<file path="config.mk">
export PLATFORM = sky130hd
export DESIGN_NAME = sdh_stat_reg
export DESIGN_NICKNAME = d
export VERILOG_FILES = /design/src/rtl/sdh_stat_pkg.sv /design/src/rtl/sdh_stat_flags.sv /design/src/rtl/sdh_stat_code.sv /design/src/rtl/sdh_stat_irq.sv /design/src/rtl/sdh_stat_reg.sv
export SDC_FILE = /design/constraint.sdc
export NUM_CORES = 1
export LEC_CHECK = 0
export BUFFER_PORTS_ARGS = -buffer_cell sky130_fd_sc_hd__buf_2
export CAP_MARGIN = 20
export CELL_PAD_IN_SITES_DETAIL_PLACEMENT = 1
export CELL_PAD_IN_SITES_GLOBAL_PLACEMENT = 2
export CORE_ASPECT_RATIO = 1.25
export CORE_MARGIN = 4
export CORE_UTILIZATION = 26
export CTS_CLUSTER_DIAMETER = 200
export DETAILED_ROUTE_END_ITERATION = 10
export PLACE_DENSITY_LB_ADDON = 0.08
export SKIP_CTS_REPAIR_TIMING = 1
export SLEW_MARGIN = 10
export SYNTH_ARGS = -nofsm -noshare
export SYNTH_HDL_FRONTEND = slang
export SYNTH_HIERARCHICAL = 1
export SYNTH_SLANG_ARGS = --single-unit
</file>
<file path="constraint.sdc">
create_clock -name clk -period 1.5 [get_ports clk]
set_input_delay 0.3 -clock clk [delete_from_list [all_inputs] [get_ports clk]]
set_output_delay 0.3 -clock clk [all_outputs]
set_load 0.005 [all_outputs]
</file>
<file path="src/rtl/sdh_stat_pkg.sv">
package sdh_stat_pkg;

    localparam int STAT_W = 32;

    // fixed bit positions, decoded by software
    localparam int B_RD_TO    = 0;
    localparam int B_RESP_TO  = 1;
    localparam int B_WR_CRC   = 2;
    localparam int B_RD_CRC   = 3;
    localparam int B_RESP_CRC = 5;
    localparam int B_WR_RDY   = 6;
    localparam int B_RD_RDY   = 7;
    localparam int B_CLK_RUN  = 8;
    localparam int B_CODE_LO  = 9;
    localparam int CODE_W     = 2;
    localparam int B_RD_DONE  = 11;
    localparam int B_WR_DONE  = 12;
    localparam int B_CMD_END  = 13;
    localparam int B_OVFL     = 24;
    localparam int B_UNDR     = 25;
    localparam int B_REM      = 30;
    localparam int B_INS      = 31;

    localparam int ADDR_STAT = 0;
    localparam int ADDR_EN   = 1;

    localparam logic [STAT_W-1:0] ERR_MASK  = 32'h0000_002F;
    localparam logic [STAT_W-1:0] FLAG_MASK = 32'hC300_382F;

    typedef struct packed {
        logic ins;
        logic rem;
        logic undr;
        logic ovfl;
        logic cmd_end;
        logic wr_done;
        logic rd_done;
        logic resp_crc;
        logic rd_crc;
        logic wr_crc;
        logic resp_to;
        logic rd_to;
    } sdh_evt_t;

    typedef struct packed {
        logic clk_run;
        logic rd_rdy;
        logic wr_rdy;
    } sdh_live_t;

    function automatic logic [STAT_W-1:0] evt_to_vec(input sdh_evt_t e);
        logic [STAT_W-1:0] v;
        v             = '0;
        v[B_RD_TO]    = e.rd_to;
        v[B_RESP_TO]  = e.resp_to;
        v[B_WR_CRC]   = e.wr_crc;
        v[B_RD_CRC]   = e.rd_crc;
        v[B_RESP_CRC] = e.resp_crc;
        v[B_RD_DONE]  = e.rd_done;
        v[B_WR_DONE]  = e.wr_done;
        v[B_CMD_END]  = e.cmd_end;
        v[B_OVFL]     = e.ovfl;
        v[B_UNDR]     = e.undr;
        v[B_REM]      = e.rem;
        v[B_INS]      = e.ins;
        return v;
    endfunction

    function automatic logic [STAT_W-1:0] build_word(
        input logic [STAT_W-1:0] flags,
        input logic [CODE_W-1:0] code,
        input sdh_live_t         live
    );
        logic [STAT_W-1:0] w;
        w = flags & FLAG_MASK;
        w[B_CODE_LO +: CODE_W] = code;
        w[B_CLK_RUN] = live.clk_run;
        w[B_RD_RDY]  = live.rd_rdy;
        w[B_WR_RDY]  = live.wr_rdy;
        return w;
    endfunction

endpackage

</file>
<file path="src/rtl/sdh_stat_flags.sv">
module sdh_stat_flags
    import sdh_stat_pkg::*;
(
    input  logic              clk,
    input  logic              rst,
    input  logic [STAT_W-1:0] set_vec,
    input  logic [STAT_W-1:0] clr_vec,
    output logic [STAT_W-1:0] flag_q
);

    always_ff @(posedge clk) begin
        if (rst) flag_q <= '0;
        else     flag_q <= (set_vec | (flag_q & ~clr_vec)) & FLAG_MASK;
    end

    for (genvar i = 0; i < STAT_W; i++) begin : g_chk
        if (FLAG_MASK[i]) begin : g_flag
            AST_EVENT_SETS: assert property (@(posedge clk) disable iff (rst)
                set_vec[i] |=> flag_q[i]);
            AST_W1C_DROPS: assert property (@(posedge clk) disable iff (rst)
                (clr_vec[i] && !set_vec[i]) |=> !flag_q[i]);
            AST_FLAG_HOLDS: assert property (@(posedge clk) disable iff (rst)
                (!clr_vec[i] && !set_vec[i]) |=> $stable(flag_q[i]));
        end
    end

endmodule

</file>
<file path="src/rtl/sdh_stat_code.sv">
module sdh_stat_code
    import sdh_stat_pkg::*;
(
    input  logic              clk,
    input  logic              rst,
    input  logic              capture,
    input  logic [CODE_W-1:0] code_in,
    input  logic              clear,
    output logic [CODE_W-1:0] code_q
);

    always_ff @(posedge clk) begin
        if (rst)          code_q <= '0;
        else if (capture) code_q <= code_in;
        else if (clear)   code_q <= '0;
    end

    AST_CODE_HOLDS: assert property (@(posedge clk) disable iff (rst)
        (!capture && !clear) |=> $stable(code_q));
    AST_CODE_CLEARS: assert property (@(posedge clk) disable iff (rst)
        (clear && !capture) |=> (code_q == '0));

endmodule

</file>
<file path="src/rtl/sdh_stat_irq.sv">
module sdh_stat_irq
    import sdh_stat_pkg::*;
(
    input  logic              clk,
    input  logic              rst,
    input  logic              en_we,
    input  logic [STAT_W-1:0] en_wdata,
    input  logic [STAT_W-1:0] flags,
    output logic [STAT_W-1:0] en_q,
    output logic              irq_o,
    output logic              err_o
);

    always_ff @(posedge clk) begin
        if (rst)        en_q <= '0;
        else if (en_we) en_q <= en_wdata & FLAG_MASK;
    end

    assign irq_o = |(flags & en_q);
    assign err_o = |(flags & ERR_MASK);

    AST_IRQ_MASKED: assert property (@(posedge clk) disable iff (rst)
        (en_q == '0) |-> !irq_o);
    AST_EN_UNUSED_ZERO: assert property (@(posedge clk) disable iff (rst)
        (en_q & ~FLAG_MASK) == '0);

endmodule

</file>
<file path="src/rtl/sdh_stat_reg.sv">
module sdh_stat_reg
    import sdh_stat_pkg::*;
#(
    parameter int ADDR_W = 2
) (
    input  logic              clk,
    input  logic              rst,
    input  logic              ev_rd_to_i,
    input  logic              ev_resp_to_i,
    input  logic              ev_wr_crc_i,
    input  logic              ev_rd_crc_i,
    input  logic              ev_resp_crc_i,
    input  logic              ev_rd_done_i,
    input  logic              ev_wr_done_i,
    input  logic              ev_cmd_end_i,
    input  logic              ev_ovfl_i,
    input  logic              ev_undr_i,
    input  logic              ev_rem_i,
    input  logic              ev_ins_i,
    input  logic [1:0]        wcrc_code_i,
    input  logic              clk_run_i,
    input  logic              rd_rdy_i,
    input  logic              wr_rdy_i,
    input  logic [ADDR_W-1:0] bus_addr,
    input  logic              bus_wr,
    input  logic [31:0]       bus_wdata,
    output logic [31:0]       bus_rdata,
    output logic              err_o,
    output logic              irq_o
);

    localparam logic [ADDR_W-1:0] A_STAT = ADDR_W'(ADDR_STAT);
    localparam logic [ADDR_W-1:0] A_EN   = ADDR_W'(ADDR_EN);

    sdh_evt_t          evt;
    sdh_live_t         live;
    logic [STAT_W-1:0] set_vec;
    logic [STAT_W-1:0] clr_vec;
    logic [STAT_W-1:0] flag_q;
    logic [STAT_W-1:0] en_q;
    logic [CODE_W-1:0] code_q;
    logic              stat_we;
    logic              en_we;

    always_comb begin
        evt.rd_to    = ev_rd_to_i;
        evt.resp_to  = ev_resp_to_i;
        evt.wr_crc   = ev_wr_crc_i;
        evt.rd_crc   = ev_rd_crc_i;
        evt.resp_crc = ev_resp_crc_i;
        evt.rd_done  = ev_rd_done_i;
        evt.wr_done  = ev_wr_done_i;
        evt.cmd_end  = ev_cmd_end_i;
        evt.ovfl     = ev_ovfl_i;
        evt.undr     = ev_undr_i;
        evt.rem      = ev_rem_i;
        evt.ins      = ev_ins_i;
        live.clk_run = clk_run_i;
        live.rd_rdy  = rd_rdy_i;
        live.wr_rdy  = wr_rdy_i;
    end

    assign set_vec = evt_to_vec(evt);
    assign stat_we = bus_wr && (bus_addr == A_STAT);
    assign en_we   = bus_wr && (bus_addr == A_EN);
    assign clr_vec = stat_we ? bus_wdata : '0;

    sdh_stat_flags u_flags (
        .clk     (clk),
        .rst     (rst),
        .set_vec (set_vec),
        .clr_vec (clr_vec),
        .flag_q  (flag_q)
    );

    sdh_stat_code u_code (
        .clk     (clk),
        .rst     (rst),
        .capture (ev_wr_crc_i),
        .code_in (wcrc_code_i),
        .clear   (clr_vec[B_WR_CRC]),
        .code_q  (code_q)
    );

    sdh_stat_irq u_irq (
        .clk      (clk),
        .rst      (rst),
        .en_we    (en_we),
        .en_wdata (bus_wdata),
        .flags    (flag_q),
        .en_q     (en_q),
        .irq_o    (irq_o),
        .err_o    (err_o)
    );

    always_comb begin
        if (bus_addr == A_STAT)    bus_rdata = build_word(flag_q, code_q, live);
        else if (bus_addr == A_EN) bus_rdata = en_q;
        else                       bus_rdata = '0;
    end

    AST_ERR_ON_TIMEOUT: assert property (@(posedge clk) disable iff (rst)
        (ev_rd_to_i || ev_resp_to_i) |=> err_o);
    AST_SET_BEATS_CLEAR: assert property (@(posedge clk) disable iff (rst)
        (ev_cmd_end_i && stat_we && bus_wdata[B_CMD_END]) |=> flag_q[B_CMD_END]);

endmodule

</file>
# == Yosys cells after proc, flatten, opt, wreduce, memory -nomap -nowiden ==
# Cells that the tools add are included.
# word_totals
rom_bits,0
latchBits,0
regBits,46
memories,0
out_inout_bits,34
wordCells,20
inputBits,54
mem_bits_rw,0
# op_classes
bitwise,4
mul,0
div_mod_pow,0
reduce_logical,6
order_cmp,0
n_shift,0
n_eq_ne,1
n_addsub,0
n_mux,5
# op_table
op,count
$mux W32,3
$and A32 B32 Y32,2
$not A32 Y32,1
$or A32 B32 Y32,1
$reduce_or A32 Y1,1
$reduce_or A5 Y1,1
$mux W2,2
$eq A2 B1 Y1 const B,1
$logic_and A1 B1 Y1,2
$logic_not A2 Y1,1
$reduce_bool A2 Y1,1

# == Logic depth before layout (Yosys ltp) ==
# Gate-level depths: netlist of the first run.
# depth
ltp_word,6
depth_mapped,6

# == By module ==
# Netlist of the first run, hierarchy kept.
# modules_own_cells
mod,seq_area_each_um2,cells_per_inst,instances,area_each_um2
sdh_stat_irq,240.2,69,1,656.9
sdh_stat_flags,240.2,70,1,623.1
sdh_stat_reg,0.0,93,1,613.1
sdh_stat_code,40.0,8,1,75.1

# == Worst setup path after synthesis of the first run ==
# No wires, ideal clock.
# synth_path
path_type,input to register
startpoint,input bus_addr[0]
endpoint,register u_irq.en_q[0]
setup_time_ns,0.128
arrival_time_ns,1.257
cell_stages,6
required_time_ns,1.372
setup_slack_ns,0.115
cell_sequence,buf_6 > nor2b_2 > and2_1 > buf_6 > mux2i_1 > nor2_1
# synth_between
elab_chain_cells,2
# synth_lines
element,line_no,rtl
"start, declared",sdh_stat_reg.sv:24,"input logic [ADDR_W-1:0] bus_addr,"
$eq A2 B1 Y1,sdh_stat_reg.sv:65,assign en_we = bus_wr && (bus_addr == A_EN);
$logic_and A1 B1 Y1,sdh_stat_reg.sv:65,
net en_we,sdh_stat_reg.sv:43,logic en_we;
"end signal, assigned",sdh_stat_irq.sv:16,else if (en_we) en_q <= en_wdata & FLAG_MASK;
"end, declared",sdh_stat_irq.sv:9,"output logic [STAT_W-1:0] en_q,"
# The timed path passes the listed nets, and every way through them passes these cells.
# A chain may end at the register's enable or synchronous reset.

# == Worst setup path after layout of the first run ==
# layout_path
startpoint,register u_irq.en_q[5]
endpoint,output irq_o
# layout_between
elab_chain_cells,2
# layout_lines
element,line_no,rtl
$and A32 B32 Y32,sdh_stat_irq.sv:19,assign irq_o = |(flags & en_q);
$reduce_or A32 Y1,sdh_stat_irq.sv:19,
"end, declared",sdh_stat_reg.sv:29,output logic irq_o
# No other way between the ends.

==> impl_metrics.toml, run 1 <==
[worst_setup_path]
cp_cell_sequence = "a22o_1 -> a221oi_2 -> nand3_1 -> buf_2"
path_buf_inv = 1
cp.arrival_ns = 1.29
critPathKind = "reg -> out"
r2r-start = "u_code/code_q[1]$_SDFFE_PP0P_"
slowest_delay_ns = 0.33
crit_family = "compound AO/OA/AOI/OAI gates"
r2r.worst_path.cells = 2
worst_path_max_delay_cell = "dfxtp_2"
cp-end-kind = "output pin"
rrSetupSlack_ns = 0.60
critical_path_required_ns = 1.20
critPathLaunchType = "flip-flop"
path_max_fanout = 2
r2r_end = "u_code/code_q[1]$_SDFFE_PP0P_"

[drt]
wl_um = 4324
ant_nets = 0
drt_pass1_iterations = 4
route.detailed.drc = 0
vias = 1382
vias_per_cell = 4.065
drt_iter0_drc = 18
wl_per_cell_um = 12.72

[hold_path]
hold_path_depth = 3
whs_endpoint = "u_flags/flag_q[0]$_SDFF_PP0_"
min_from = "ev_rd_to_i"
min_path_type = "in -> reg"

[outcome]
outcome = "finished, violations left"
violations = "setup timing"

[clock_network]
cts_sinks = 26
cts_buffer_depth = 2
path_clk_slew_ns = 0.10
cts-htree-levels = 1
cts_root_buffer = "clkbuf_8"
clk_latency_ns = 0.27
cts_tree = "built"
numCtsBuffers = 3

[sta]
fmax_mhz = 629.6
hold_viol = 0
tns_ns = -0.08824
slew_viol_final = 0
period_needed_ns = 1.588
whs_ns = 0.2457
rsz0062_at_grt = "true"
timing.final.crit_share_pct = 105.9
skew_ns = 0
setup_violations = 1
layout_setup_ws_ns = -0.08824

[die]
io_pins = 88
rows = 32
coreArea_um2 = 6246
start_util_pct = 26.98
die_x_um = 80.01
die_h_um = 98.02
dieArea_um2 = 7842

[grt]
first_global_vias = 1514
grt_max_degree = 27
grt-ovfl-total = 0
grt_usage_pct = 11.40
antenna_found_initial = 0
grt_pass1_wl_um = 7148

[placement]
place_ws_ns = 0.03912
port-buffer-count = 52
placed_area_um2 = 2027
routabilityCongestion = 0.6806
hpwlAfterDp_um = 3442

[synth]
avgSynthCellArea_um2 = 8.512
yosys_warnings = 6
synth_area_um2 = 1685
syn_inst = 198

[power_and_ir_drop]
p_per_area_nw_per_um2 = 736.8
p_leak_uw = 0.001039
vdd_drop_max_v = 0.0002870

[cells_and_area]
fin_area_um2 = 2108
fin_nets = 310
drive_gt1_share_pct = 34.90
fill_cells = 791
area_growth_pct = 25.09
diodes = 0

[job]
cap_viol_max_count = 0
==> worst register-to-register path, delay by kind of cell (launching register included) <==
kind	cells	cell delay, ns
simple gates	1	0.35
compound gates	1	0.14
flops	1	0.34
==> power by group <==
| part | total [uW] | internal [uW] | switching, uW | leakage [uW] |
|---|---|---|---|---|
| Combinational | 319 | 165 | 154 | 0.000794 |
| Clock | 472 | 235 | 237 | 0.0000288 |
| Sequential | 762 | 729 | 33.3 | 0.000216 |
| Total | 1550 | 1130 | 424 | 0.00104 |
==> layer usage <==
layer  wire length [um]  GRT usage [%]  vias to the layer above  part of all wire (%)
met2               2185          20.22                       46                    51
met4                 34          3.121                        0                  0.79
met5                  0              0                        -                     0
met3                259          1.845                        4                   6.0
met1               1845          14.02                      624                    43
li1                   -              -                      708                     -
==> worst max-delay path by stage <==
stage	from	to	slack, ns	cells past startpoint
after floorplan	bus_addr[0]	u_irq/en_q[0]$_SDFFE_PP0P_	0.12	6
after global placement	bus_addr[0]	u_irq/en_q[24]$_SDFFE_PP0P_	0.05	6
after detailed placement	bus_addr[0]	u_irq/en_q[25]$_SDFFE_PP0P_	0.04	6
after CTS	u_flags/flag_q[12]$_SDFF_PP0_	irq_o	-0.18	4
after global routing	u_irq/en_q[5]$_SDFFE_PP0P_	irq_o	-0.21	4
final	u_irq/en_q[5]$_SDFFE_PP0P_	irq_o	-0.09	4
==> registers in the layout, indices dropped and copies added (netlist names) <==
| register | count |
|---|---|
| u_flags/flag_q | 12 |
| u_irq/en_q | 12 |
| u_code/code_q | 2 |
==> layout make-up <==
class,count,area [um^2],area share [%]
multi-input combinational,148,978.4,46.41
timing repair buffer,65,397.9,18.87
sequential,26,525.5,24.93
clock buffer,4,55.05,2.611
tap,85,106.4,5.045
inverter,12,45.04,2.137
==> stage by stage <==
stage / utilization (%) / total power (uW) / std cells
3_3_place_gp: 32.45 / 1097 / 335
5_1_grt: 33.75 / 1660 / 340
4_1_cts: 33.33 / 1587 / 339
6_report: 33.75 / 1553 / 340
3_5_place_dp: 32.45 / 1099 / 335
2_1_floorplan: - / 991.9 / 217
==> layout by cell type (no fill, tap or decap) <==
| cell type | count |
|---|---|
| mux2i_1 | 29 |
| buf_12 | 3 |
| nand2_1 | 3 |
| nor3b_4 | 1 |
| nor2_1 | 30 |
| nor3_2 | 1 |
| conb_1 | 20 |
| a22o_1 | 3 |
| nand2b_1 | 12 |
| dfxtp_2 | 4 |
| nor2b_2 | 1 |
| inv_1 | 12 |
| buf_2 | 51 |
| a221oi_2 | 3 |
| nand3_1 | 1 |
| and2_1 | 28 |
| dfxtp_1 | 22 |
| or3b_1 | 2 |
| a21oi_2 | 10 |
| clkbuf_4 | 1 |
| buf_4 | 10 |
| clkbuf_8 | 4 |
| a21oi_1 | 4 |
(Power assumes the default switching activity.)
==> run 2, diff against run 1 <==
--- a/config.mk
+++ b/config.mk
@@ -14,7 +14,7 @@
 export CORE_UTILIZATION = 26
 export CTS_CLUSTER_DIAMETER = 200
 export DETAILED_ROUTE_END_ITERATION = 10
-export PLACE_DENSITY_LB_ADDON = 0.08
+export PLACE_DENSITY = 0.9
 export SKIP_CTS_REPAIR_TIMING = 1
 export SLEW_MARGIN = 10
 export SYNTH_ARGS = -nofsm -noshare
==> run 2 against run 1 <==
  * The run still ends with setup timing left
  * Clock power up 27%
  * Highest routed layer unchanged
  * Design area down 0.77%
  * Hold slack worse by 0.0029 ns
  * Maximum frequency down 0.55%
  * Setup slack worse by 0.0088 ns
  * Core utilization down 0.26 points
  * Via count down 0.51%
  * Routed wire length up 0.83%
==> impl_metrics.toml, run 2 (same netlist as run 1, synthesis figures left out) <==
[clock_network]
cts-htree-levels = 1
path_clk_slew_ns = 0.10
clk_latency_ns = 0.27
cts_buffer_depth = 2
cts_root_buffer = "clkbuf_8"
numCtsBuffers = 3
cts_sinks = 26
cts_tree = "built"

[die]
die_x_um = 80.01
rows = 32
io_pins = 88
coreArea_um2 = 6246
dieArea_um2 = 7842
start_util_pct = 26.98
die_h_um = 98.02

[worst_setup_path]
critPathLaunchType = "flip-flop"
cp.arrival_ns = 1.30
path_max_fanout = 3
r2r.worst_path.cells = 2
critPathKind = "reg -> out"
r2r-start = "u_code/code_q[1]$_SDFFE_PP0P_"
r2r_end = "u_code/code_q[1]$_SDFFE_PP0P_"
rrSetupSlack_ns = 0.60
critical_path_required_ns = 1.20
cp-end-kind = "output pin"
crit_start = "u_flags/flag_q[12]$_SDFF_PP0_"

[placement]
routabilityCongestion = 0.7272
port-buffer-count = 52
placed_area_um2 = 2004
hpwlAfterDp_um = 3359

[grt]
first_global_vias = 1451
grt_pass1_wl_um = 7113
grt-ovfl-total = 0
grt_max_degree = 27
antenna_found_initial = 0
grt_usage_pct = 11.46

[sta]
slew_viol_final = 0
layout_setup_ws_ns = -0.09703
setup_violations = 1
fmax_mhz = 626.2
period_needed_ns = 1.597
timing.final.crit_share_pct = 106.5
whs_ns = 0.2427
skew_ns = 0
tns_ns = -0.09703
hold_viol = 0
rsz0062_at_grt = "true"

[cells_and_area]
area_growth_pct = 24.13
reg_top3 = "u_flags/flag_q (12), u_irq/en_q (12), u_code/code_q (2)"
fin_area_um2 = 2092
fill_cells = 795
layout_common_cells = "buf_2 (52), nor2_1 (30), mux2i_1 (29)"
fin_nets = 307
drive_gt1_share_pct = 32.94
final_common_cell = "buf_2"
diodes = 0

[drt]
route.detailed.drc = 0
vias = 1375
top_layer = "met4"
drt_pass1_iterations = 4
ant_nets = 0
drt_iter0_drc = 16
wl_met3_um = 356
wl_um = 4360
wl_per_cell_um = 12.94
vias_per_cell = 4.080
wl_met2_um = 2111
drt-met1-wl_um = 1833

[outcome]
violations = "setup timing"
outcome = "finished, violations left"

[power_and_ir_drop]
p_leak_uw = 0.001028
vdd_drop_max_v = 0.0004117
p_per_area_nw_per_um2 = 799.9

[hold_path]
hold_path_depth = 3
min_from = "ev_undr_i"
whs_endpoint = "u_flags/flag_q[25]$_SDFF_PP0_"
min_path_type = "in -> reg"

[job]
cap_viol_max_count = 0
-- run 2: changes by cell type in the layout (fill, tap and decap cells not counted), sizes merged --
cell and delta:
buf -2, clkbuf -2, bufinv +1
-- run 2: how the worst max path moves through the flow --
stage                                 end  slack (ns)  cells after the start
2_1_floorplan  u_irq/en_q[0]$_SDFFE_PP0P_        0.12                      6
3_3_place_gp                 bus_rdata[5]        0.13                      5
3_5_place_dp                 bus_rdata[5]        0.11                      5
4_1_cts                             irq_o       -0.17                      4
5_1_grt                             irq_o       -0.19                      4
6_report                            irq_o        -0.1                      4
-- run 2: routing by layer --
layer  vias to the layer above  global-route usage (%)
met5                         -                       0
met4                         0                   3.121
met3                         6                   3.506
met2                        53                   19.77
met1                       609                   13.56
li1                        707                       -
-- run 2: per-stage QoR --
stage / power [uW] / utilization, % / setup WS (ns) / std cells
after floorplan: 991.9 / - / 0.1150 / 217
after global placement: 1080 / 32.09 / 0.1317 / 332
after detailed placement: 1090 / 32.09 / 0.1068 / 332
after CTS: 1694 / 33.23 / -0.1684 / 336
after global routing: 1763 / 33.49 / -0.1937 / 337
final: 1673 / 33.49 / -0.09703 / 337
-- run 2: power breakdown --
group          total [uW]  internal (uW)  switching (uW)
registers             761            728            32.8
logic                 313            159             155
clock network         599            358             241
total                1670           1240             429
-- run 2: area by class of cell --
| type | instances | area, um^2 | share of cell area [%] |
|---|---|---|---|
| Multi-Input combinational cell | 148 | 973.4 | 46.53 |
| Clock buffer | 3 | 41.29 | 1.974 |
| Inverter | 12 | 45.04 | 2.153 |
| Clock inverter | 1 | 30.03 | 1.435 |
| Timing Repair Buffer | 62 | 372.9 | 17.82 |
| Sequential cell | 26 | 523.0 | 25.00 |
| Tap cell | 85 | 106.4 | 5.084 |
-- run 2: worst max-delay path: stages (launching register included) --
cell	delay, ns
dfxtp_1	0.34
a22o_1	0.23
a221oi_2	0.20
nand3_1	0.11
buf_2	0.14
==> run 3, diff against run 2 <==
--- a/config.mk
+++ b/config.mk
@@ -15,6 +15,7 @@
 export CTS_CLUSTER_DIAMETER = 200
 export DETAILED_ROUTE_END_ITERATION = 10
 export PLACE_DENSITY = 0.9
+export REMOVE_ABC_BUFFERS = 1
 export SKIP_CTS_REPAIR_TIMING = 1
 export SLEW_MARGIN = 10
 export SYNTH_ARGS = -nofsm -noshare
==> run 3 against run 2 <==
  * The run still ends with setup timing left
  * Register-to-register slack barely moved
  * Clock skew did not move
  * Setup slack improved by 0.014 ns
  * Combinational power fell by 2%
  * Critical path depth did not move
  * Routed wire length fell by 3.9%
  * Count of clock-buffer cells in the layout rose by 1
  * Global-route usage fell by 0.72 points
  * Sequential power barely moved
  * Core utilization fell by 0.38 points
  * Final cell count rose by 0.59%
  * Largest cell class unchanged
  * Highest routed layer unchanged
==> impl_metrics.toml, run 3 (same netlist as run 1, synthesis figures left out) <==
[outcome]
outcome = "finished, violations left"
violations = "setup timing"

[sta]
timing.final.crit_share_pct = 105.5
period_needed_ns = 1.583
whs_ns = 0.2483
setup_violations = 1
fmax_mhz = 631.9
hold_viol = 0
layout_setup_ws_ns = -0.08262
rsz0062_at_grt = "true"
skew_ns = 0
slew_viol_final = 0
tns_ns = -0.08262

[drt]
vias_per_cell = 4.153
ant_nets = 0
route.detailed.drc = 0
drt_pass1_iterations = 4
wl_met3_um = 252
top_layer = "met4"
drt_iter0_drc = 41
wl_met2_um = 2038
wl_um = 4192
drt-met1-wl_um = 1860
wl_per_cell_um = 12.37
vias = 1408

[clock_network]
cts_tree = "built"
cts_root_buffer = "clkbuf_8"
numCtsBuffers = 3
cts_sinks = 26
cts_buffer_depth = 2
cts-htree-levels = 1
path_clk_slew_ns = 0.09
clk_latency_ns = 0.27

[power_and_ir_drop]
p_leak_uw = 0.001022
power_frac_clock_pct = 29.7
pwr-share-comb_pct = 20.2
internal_power_uw = 1119
seq_power_share_pct = 50.1
p_per_area_nw_per_um2 = 736.7
switching_share_pct = 26.59
vdd_drop_max_v = 0.0002773
p_switching_uw = 405.2

[worst_setup_path]
critical_path_required_ns = 1.20
r2r_end = "u_code/code_q[1]$_SDFFE_PP0P_"
path_max_fanout = 3
cp.arrival_ns = 1.28
rrSetupSlack_ns = 0.60
cp-end-kind = "output pin"
r2r-start = "u_code/code_q[1]$_SDFFE_PP0P_"
critPathKind = "reg -> out"
r2r.worst_path.cells = 2
critPathLaunchType = "flip-flop"

[die]
start_util_pct = 26.98
die_h_um = 98.02
dieArea_um2 = 7842
coreArea_um2 = 6246
die_x_um = 80.01
rows = 32
io_pins = 88

[grt]
grt_usage_pct = 10.74
grt_max_degree = 27
grt-ovfl-total = 0
first_global_vias = 1429
antenna_found_initial = 0
grt_pass1_wl_um = 6727

[placement]
port-buffer-count = 52
hpwlAfterDp_um = 3333
placed_cells = 334
routabilityCongestion = 0.7162

[cells_and_area]
layout_common_cells = "buf_2 (52), nor2_1 (30), mux2i_1 (29)"
reg_top3 = "u_flags/flag_q (12), u_irq/en_q (12), u_code/code_q (2)"
final_common_cell = "buf_2"
area_growth_pct = 22.72
drive_gt1_share_pct = 34.25
fin_nets = 309
final_cell_count_no_fill = 339
diodes = 0

[hold_path]
whs_endpoint = "u_flags/flag_q[5]$_SDFF_PP0_"
min_path_type = "in -> reg"
hold_path_depth = 3
min_from = "ev_resp_crc_i"

[job]
cap_viol_max_count = 0
-- run 3: cell types whose count changed in the layout (fill, tap and decap cells not counted), sizes merged --
cell    before  now
buf         62   64
bufinv       1    0
clkbuf       3    4
-- run 3: layer usage --
metal | vias to the layer above | global-route usage (%)
met4 | 0 | 3.901
met5 | - | 0
met2 | 41 | 18.30
met1 | 659 | 13.43
li1 | 706 | -
met3 | 2 | 1.753
-- run 3: worst max-delay path, stage by stage (launching register included) --
cell and delay [ns]:
dfxtp_2 0.34, a22o_1 0.23, a221oi_2 0.18, nand3_1 0.10, buf_2 0.15
-- run 3: metrics by stage --
| step | setup WS [ns] | util [%] | power [uW] | cell area [um^2] |
|---|---|---|---|---|
| floorplan | -0.001490 | - | 917.1 | 1533 |
| global placement | 0.06698 | 31.93 | 1075 | 1994 |
| detailed placement | 0.07507 | 31.93 | 1082 | 1994 |
| CTS | -0.1786 | 32.81 | 1541 | 2049 |
| global route | -0.1781 | 33.11 | 1619 | 2068 |
| finish | -0.08262 | 33.11 | 1524 | 2068 |
-- run 3: cell type report --
| cell class | instances | area, um^2 |
|---|---|---|
| timing repair buffer | 64 | 362.8 |
| inverter | 12 | 45.04 |
| clock buffer | 4 | 55.05 |
| fill | 792 | 4178 |
| sequential | 26 | 525.5 |
| multi-input combinational | 148 | 973.4 |
| tap | 85 | 106.4 |
-- run 3: power groups by stage --
stage | combinational (uW) | clock (uW) | sequential, uW
CTS | 307 | 473 | 761
global placement | 300 | 0 | 776
finish | 308 | 453 | 763
detailed placement | 305 | 0 | 777
floorplan | 150 | 0 | 767
global route | 349 | 501 | 769
-- run 3: how the worst max path moves through the flow --
stage | slack [ns] | to | startpoint
floorplan | -0.001 | u_irq/en_q[0]$_SDFFE_PP0P_ | bus_addr[0]
global placement | 0.07 | u_flags/flag_q[30]$_SDFF_PP0_ | bus_addr[0]
detailed placement | 0.08 | u_flags/flag_q[25]$_SDFF_PP0_ | bus_addr[0]
CTS | -0.18 | irq_o | u_flags/flag_q[12]$_SDFF_PP0_
global route | -0.18 | irq_o | u_irq/en_q[12]$_SDFFE_PP0P_
finish | -0.08 | irq_o | u_flags/flag_q[2]$_SDFF_PP0_
